### src/rtl/sud_pkg.sv
package sud_pkg;
  localparam int KEY_W   = 16;
  localparam int PRE_LEN = 5;
  localparam int FIN_LEN = 3;
  localparam int STEPS   = PRE_LEN + 1;

  // fixed prefix, in the order it must be read
  localparam logic [0:PRE_LEN-1][KEY_W-1:0] PRE_KEYS = '{
    16'h4E38, 16'hB1C7, 16'h83E0, 16'h7C1F, 16'h703F
  };
  // final codes; index = command bit (0 store, 1 recall, 2 auto-store off)
  localparam logic [0:FIN_LEN-1][KEY_W-1:0] FIN_KEYS = '{
    16'h8FC0, 16'h4C63, 16'h8B45
  };

  typedef enum logic [1:0] {
    CMD_STORE    = 2'd0,
    CMD_RECALL   = 2'd1,
    CMD_AUTO_OFF = 2'd2
  } cmd_e;
endpackage

### src/rtl/sud_access_edge.sv
module sud_access_edge (
  input  logic clk_i,
  input  logic rst_ni,
  input  logic ce_n_i,
  output logic access_o
);
  logic ce_n_q;

  always_ff @(posedge clk_i or negedge rst_ni) begin
    if (!rst_ni) ce_n_q <= 1'b1;
    else         ce_n_q <= ce_n_i;
  end

  assign access_o = ce_n_q & ~ce_n_i;
endmodule

### src/rtl/sud_key_match.sv
module sud_key_match #(
  parameter int ADDR_W   = sud_pkg::KEY_W,
  parameter int MATCH_HI = 14,
  parameter int MATCH_LO = 2,
  parameter int STEP_W   = $clog2(sud_pkg::STEPS)
) (
  input  logic [MATCH_HI:MATCH_LO]  addr_i,
  input  logic [STEP_W-1:0]         step_i,
  output logic                      hit_next_o,
  output logic                      hit_first_o,
  output logic [sud_pkg::FIN_LEN-1:0] fin_hit_o
);
  import sud_pkg::*;

  logic [PRE_LEN-1:0] pre_hit;

  for (genvar i = 0; i < PRE_LEN; i++) begin : g_pre
    assign pre_hit[i] = (addr_i == PRE_KEYS[i][MATCH_HI:MATCH_LO]);
  end

  for (genvar j = 0; j < FIN_LEN; j++) begin : g_fin
    assign fin_hit_o[j] = (addr_i == FIN_KEYS[j][MATCH_HI:MATCH_LO]);
  end

  assign hit_first_o = pre_hit[0];
  assign hit_next_o  = (step_i < STEP_W'(PRE_LEN)) ? pre_hit[step_i] : 1'b0;
endmodule

### src/rtl/seq_unlock_detector.sv
module seq_unlock_detector #(
  parameter int ADDR_W   = sud_pkg::KEY_W,
  parameter int MATCH_HI = 14,
  parameter int MATCH_LO = 2
) (
  input  logic              clk_i,
  input  logic              rst_ni,
  input  logic              bus_ce_n_i,
  input  logic              bus_we_n_i,
  input  logic              bus_oe_n_i,
  input  logic [ADDR_W-1:0] bus_addr_i,
  output logic              cmd_store_o,
  output logic              cmd_recall_o,
  output logic              cmd_auto_off_o
);
  import sud_pkg::*;

  localparam int STEP_W = $clog2(STEPS);
  localparam logic [STEP_W-1:0] LAST_STEP = STEP_W'(STEPS - 1);

  logic                access;
  logic                hit_next, hit_first;
  logic [FIN_LEN-1:0]  fin_hit;
  logic [STEP_W-1:0]   step_q, step_d;
  logic [FIN_LEN-1:0]  cmd_q, cmd_d;

  // OE level and the uncompared address bits are observed only
  logic unused_bus;
  assign unused_bus = ^{bus_oe_n_i, bus_addr_i[ADDR_W-1:MATCH_HI+1],
                        bus_addr_i[MATCH_LO-1:0]};

  sud_access_edge u_edge (
    .clk_i    (clk_i),
    .rst_ni   (rst_ni),
    .ce_n_i   (bus_ce_n_i),
    .access_o (access)
  );

  sud_key_match #(
    .ADDR_W   (ADDR_W),
    .MATCH_HI (MATCH_HI),
    .MATCH_LO (MATCH_LO),
    .STEP_W   (STEP_W)
  ) u_match (
    .addr_i      (bus_addr_i[MATCH_HI:MATCH_LO]),
    .step_i      (step_q),
    .hit_next_o  (hit_next),
    .hit_first_o (hit_first),
    .fin_hit_o   (fin_hit)
  );

  always_comb begin
    step_d = step_q;
    cmd_d  = '0;
    if (access) begin
      if (!bus_we_n_i) begin
        step_d = '0;
      end else if (step_q == LAST_STEP) begin
        step_d = '0;
        cmd_d  = fin_hit;
      end else if (hit_next) begin
        step_d = step_q + 1'b1;
      end else if (hit_first) begin
        step_d = STEP_W'(1);    // abort and restart in one access
      end else begin
        step_d = '0;
      end
    end
  end

  always_ff @(posedge clk_i or negedge rst_ni) begin
    if (!rst_ni) begin
      step_q <= '0;
      cmd_q  <= '0;
    end else begin
      step_q <= step_d;
      cmd_q  <= cmd_d;
    end
  end

  assign cmd_store_o    = cmd_q[CMD_STORE];
  assign cmd_recall_o   = cmd_q[CMD_RECALL];
  assign cmd_auto_off_o = cmd_q[CMD_AUTO_OFF];

  p_cmd_onehot_r10: assert property (@(posedge clk_i) disable iff (!rst_ni)
    $onehot0({cmd_store_o, cmd_recall_o, cmd_auto_off_o}));

  p_cmd_single_r10: assert property (@(posedge clk_i) disable iff (!rst_ni)
    (cmd_store_o | cmd_recall_o | cmd_auto_off_o)
      |=> !(cmd_store_o | cmd_recall_o | cmd_auto_off_o));

  p_idle_after_cmd_r10: assert property (@(posedge clk_i) disable iff (!rst_ni)
    (cmd_store_o | cmd_recall_o | cmd_auto_off_o) |-> step_q == '0);

  p_hold_step_r2: assert property (@(posedge clk_i) disable iff (!rst_ni)
    !access |=> $stable(step_q));

  p_write_abort_r7: assert property (@(posedge clk_i) disable iff (!rst_ni)
    (access && !bus_we_n_i)
      |=> (step_q == '0) && !(cmd_store_o | cmd_recall_o | cmd_auto_off_o));

  p_cmd_from_last_r3: assert property (@(posedge clk_i) disable iff (!rst_ni)
    $rose(cmd_store_o) |-> $past(step_q) == LAST_STEP);
endmodule

### config.mk
export PLATFORM = sky130hd
export DESIGN_NAME = seq_unlock_detector
export DESIGN_NICKNAME = d
export VERILOG_FILES = /design/src/rtl/sud_pkg.sv /design/src/rtl/sud_access_edge.sv /design/src/rtl/sud_key_match.sv /design/src/rtl/seq_unlock_detector.sv
export SDC_FILE = /design/constraint.sdc
export NUM_CORES = 1
export LEC_CHECK = 0
export ABC_AREA = 1
export ABC_CLOCK_PERIOD_IN_PS = 1180
export BUFFER_PORTS_ARGS = -buffer_cell sky130_fd_sc_hd__buf_2
export CAP_MARGIN = 20
export CORE_UTILIZATION = 41
export CTS_BUF_LIST = sky130_fd_sc_hd__clkbuf_4
export CTS_CLUSTER_SIZE = 40
export DETAILED_ROUTE_END_ITERATION = 10
export PLACE_DENSITY = 0.74
export SKIP_CTS_REPAIR_TIMING = 1
export SLEW_MARGIN = 20
export SYNTH_ARGS = -nofsm -noshare
export SYNTH_HDL_FRONTEND = slang
export SYNTH_SLANG_ARGS = --single-unit
### constraint.sdc
create_clock -name clk_i -period 1.18 [get_ports clk_i]
set_input_delay 0 -clock clk_i [delete_from_list [all_inputs] [get_ports clk_i]]
set_output_delay 0 -clock clk_i [all_outputs]
set_load 0.02 [all_outputs]
=== Word level (Yosys, flattened, before mapping) ===
Cells that the tools add are included.

* Bits in registers: 7
* Bits of input ports: 21

* Add/sub/neg operators: 1
* Magnitude comparators: 2
* Equality and inequality tests: 9
* Mux-type cells: 10
* Bitwise gates (word level): 2

{| class="wikitable"
|+ Operators by type and width
! cell !! count
|-
| $eq A13 B13 Y1 const B || 4
|-
| $eq A13 B10 Y1 const B || 2
|-
| $mux W3 || 6
|-
| $eq A13 B12 Y1 const B || 1
|-
| $eq A13 B8 Y1 const B || 1
|-
| $lt A3 B4 Y1 const B || 1
|-
| $add A3 B1 Y3 const B || 1
|-
| $bmux W1 S3 || 1
|-
| $eq A3 B3 Y1 const B || 1
|-
| $lt A3 B3 Y1 const B || 1
|-
| $mux W1 || 3
|-
| $and A1 B1 Y1 || 1
|-
| $not A1 Y1 || 1
|}

=== Logic depth before layout (Yosys ltp) ===
* Depth after elaboration: 7
* Gate-level depth with buffers: 11

=== Cells and area by module ===
Synthesis repeated with hierarchy kept, for this count alone.

* Cell total of the unflattened synthesis: 109
* Area, all modules: 641.9 um^2

{| class="wikitable"
|+ Modules (own cells, without submodules)
! module !! times used !! cells an instance !! area each (um^2) !! sequential area each (um^2)
|-
| sud_key_match || 1 || 72 || 319.1 || 0.0
|-
| seq_unlock_detector || 1 || 34 || 286.5 || 150.1
|-
| sud_access_edge || 1 || 3 || 36.3 || 26.3
|}

=== Worst setup path after synthesis ===
Ideal clock, no wire load.

* Path kind: register -> register
* Start: register step_q[1]
* End: register cmd_q[1]
* Data arrival time: 1.137 ns
* Required time: 1.075 ns
* Path slack: -0.062 ns
* Cell stages (with the launch flop): 7
* Buffers on the path: 0
* Path through: dfrtp_1 > inv_1 > ha_1 > nand2_1 > nor3_1 > nand2_1 > nor4b_1

* Cells in the longest elaborated chain, start to end: 4

{| class="wikitable"
|+ RTL lines
! element !! RTL line !! source
|-
| start: declaration || seq_unlock_detector.sv:24 || <nowiki>logic [STEP_W-1:0] step_q, step_d;</nowiki>
|-
| start signal: assignment || seq_unlock_detector.sv:76 || <nowiki>step_q <= step_d;</nowiki>
|-
| $eq A3 B3 Y1 || seq_unlock_detector.sv:58 || <nowiki>end else if (step_q == LAST_STEP) begin</nowiki>
|-
| $mux W3 || seq_unlock_detector.sv:58 ||
|-
| $mux W3 || seq_unlock_detector.sv:56 || <nowiki>if (!bus_we_n_i) begin</nowiki>
|-
| $mux W3 || seq_unlock_detector.sv:55 || <nowiki>if (access) begin</nowiki>
|-
| via cmd_d[1] || seq_unlock_detector.sv:25 || <nowiki>logic [FIN_LEN-1:0] cmd_q, cmd_d;</nowiki>
|-
| end signal: assignment || seq_unlock_detector.sv:77 || <nowiki>cmd_q <= cmd_d;</nowiki>
|-
| end: declaration || seq_unlock_detector.sv:25 ||
|}

The timed path passes the listed nets, and every way through them passes these cells.
A chain may end at the register's enable or synchronous reset.

=== Worst setup path in the final report ===
Same ends and word-level chain as after synthesis.

==> summary.txt <==
Status
  • Run status: finished with violations
  • Failing checks: setup timing

Routing
  • Wl on met1: 686 µm
  • Wire length on met3: 74 µm
  • ANT nets after route: 0
  • Top Metal Used: met4
  • Via/cell ratio: 5.00
  • Via count: 705
  • WL per Instance: 11.2 µm
  • Met2 WL: 800 µm
  • DRC: 0
  • TritonRoute pass-1 iters: 4
  • Iteration-0 DRC Markers: 20
  • Final wirelength: 1.58 mm

Cells and area
  • Syn-to-layout area delta: 44.5%
  • Final core utilization: 65.8%
  • Share of layout cells above drive strength 1: 43.7%
  • N_diodes: 0
  • Non-Filler Cell Area, Final: 877 µm²
  • Final nets: 150

Clocking
  • TritonCTS buffer count: 3
  • Clock slew at reported path FFs: 0.05 ns
  • CTS tree: done
  • H-tree levels: 1
  • Latest clock arrival within the worst-skew pair: 0.24 ns
  • Clock sinks: 7
  • Clock Tree Buf Depth: 2
  • Root Buffer: clkbuf_4

Place
  • Area of placed instances: 772 µm²
  • Port bufs: 19
  • Final HPWL DP: 1.27 mm
  • Setup WS pre-CTS: -0.128 ns
  • GP Congestion: 0.953

Timing
  • Final setup skew: 0.00270 ns
  • RSZ-0062 raised after global routing: true
  • Fin crit period: 1.34 ns
  • Fmax: 749 MHz
  • Period utilization: 113%
  • Final setup violation count: 6
  • Worst slew margin: 76.9%
  • Fin. Hold Viols: 0
  • Setup ws final: -0.155 ns
  • Worst-margin pin slew: 0.344 ns
  • Max-slew violation count: 0

Global route
  • Pin count of the biggest net entering global routing: 8
  • First-pass GRT wire length: 2.37 mm
  • Initial antenna violation count: 0
  • Vias in the first global route: 625
  • Global Route Usage Sum: 21.7%
  • Total global routing overflow: 0

Power and ir drop
  • Worst vdd rail ir drop: 0.000268 V
  • Leak pwr: 0.449 nW
  • Total power: 583 µW
  • Cell area power density: 665 nW/µm²

Synth
  • Syn. warnings: 0
  • Register area share after synthesis: 29.1%
  • Post-synth cell types: 18
  • Mapped cell area: 607 µm²
  • Cells after synthesis: 93
  • Predominant post-synthesis flop cell: dfrtp_1
  • Post-synth EDFFs: 0
  • Top post-synthesis cells by count: 19 x nand2_1, 16 x nor2_1, 12 x inv_1
  • Post-synthesis register bit count: 7
  • Synth top area cells: dfrtp_1 25%, nand2_1 12%, nor2_1 9.9%
  • Post-synthesis area per instance: 6.53 µm²
  • Net count after synthesis: 116
  • Top-count cell post-synth: nand2_1
  • Post-synth top area cell: dfrtp_1
  • Synth top area share: 24.7%
  • Post-synthesis async set-or-reset flop share: 100%

Die
  • Initial Util: 45.5%
  • Die Height: 40.5 µm
  • Die X-Extent: 40.5 µm
  • Top Ports: 24
  • Row count: 13
  • Area of the core: 1330 µm²
  • Die Area: 1640 µm²

Worst setup path
  • Worst path max stage delay: 0.39 ns
  • R2r startpoint: step_q[1]
  • Critical Path AT: 1.48 ns
  • Worst setup path start: step_q[1]
  • Cell chain of the critical path: inv_2 > ha_2 > nand2_2 > nor3_4 > nand2_1 > nor4b_2
  • Worst r2r path cells: 6
  • CP startpoint kind: flip-flop
  • CP Capture Type: flip-flop
  • R2r setup slk: -0.16 ns
  • CP Class: flip-flop to flip-flop
  • WP data required: 1.32 ns
  • Max Fanout on Critical Path: 4
  • CP max-delay cell: dfrtp_1

Min path
  • Hold Path Origin: bus_addr_i[11]
  • Worst Hold Class: primary input to flip-flop
  • Worst Hold Depth: 3

Flow run
  • MaxCap Viol Count: 0
-- layout make-up --
| cell class | instances | area (µm²) |
|---|---|---|
| Clock buffer | 4 | 30.0 |
| Fill cell | 115 | 457 |
| Inverter | 14 | 52.6 |
| Multi-Input combinational cell | 72 | 423 |
| Sequential cell | 7 | 178 |
| Tap cell | 15 | 18.8 |
| Timing Repair Buffer | 29 | 175 |
-- critical path, delay by kind of cell, from the launching register on --
kind,cells,cell delay [ns]
simple gates,4,0.58
flops,1,0.39
fa+ha+maj,1,0.17
buf+inv,1,0.09
-- per-stage QoR --
stage / cells / TNS [ns] / hold WS (ns)
5_1_grt: 141 / -1.14 / 0.0390
3_5_place_dp: 133 / -0.562 / -0.164
2_1_floorplan: 93 / 0 / -0.296
3_3_place_gp: 133 / -0.436 / -0.166
6_report: 141 / -0.620 / 0.0214
4_1_cts: 137 / -0.680 / -0.430
-- final timing paths --
check                                 to
min in group asynchronous      step_q[1]
max in group asynchronous  u_edge.ce_n_q
max reg2reg                     cmd_q[1]
max                             cmd_q[1]
min                             cmd_q[2]
min reg2reg                    step_q[0]
-- cell usage in the layout (no fill, tap or decap), drive strengths merged --
| master | count |
|---|---|
| dfrtp | 6 |
| nand4 | 2 |
| nor4 | 2 |
| inv | 14 |
| nor2 | 18 |
| ha | 2 |
| nand3 | 14 |
| nor3 | 4 |
| nor4b | 1 |
| dfstp | 1 |
| nand2 | 22 |
| nand3b | 3 |
| dlygate4sd3 | 2 |
| buf | 27 |
| xor2 | 1 |
| clkbuf | 4 |
| o21ai | 3 |
-- sequential cells by signal, indices dropped and copies added (netlist names) --
signal         flops
u_edge.ce_n_q      1
cmd_q              3
step_q             3
-- cells by family after synthesis --
logic type / count (synthesis) / synth area share, %
AO/OA/AOI/OAI: 3 / 2.47
XOR/XNOR: 1 / 1.44
adder cells (fa/ha/maj): 2 / 4.12
buffers and inverters: 14 / 8.66
flip-flops: 7 / 29.1
AND/OR/NAND/NOR: 66 / 54.2
-- power by group --
part	internal (mW)	switching, mW
clock network	0.151	0.0802
registers	0.244	0.000408
logic	0.0432	0.0646
-- metal layers --
| layer | vias up | global-route usage (%) |
|---|---|---|
| li1 | 369 | - |
| met1 | 306 | 24.5 |
| met2 | 28 | 40.1 |
| met3 | 2 | 0 |
| met4 | 0 | 12.5 |
| met5 | - | 0 |
No activity file was read; power rests on OpenSTA's default activity.
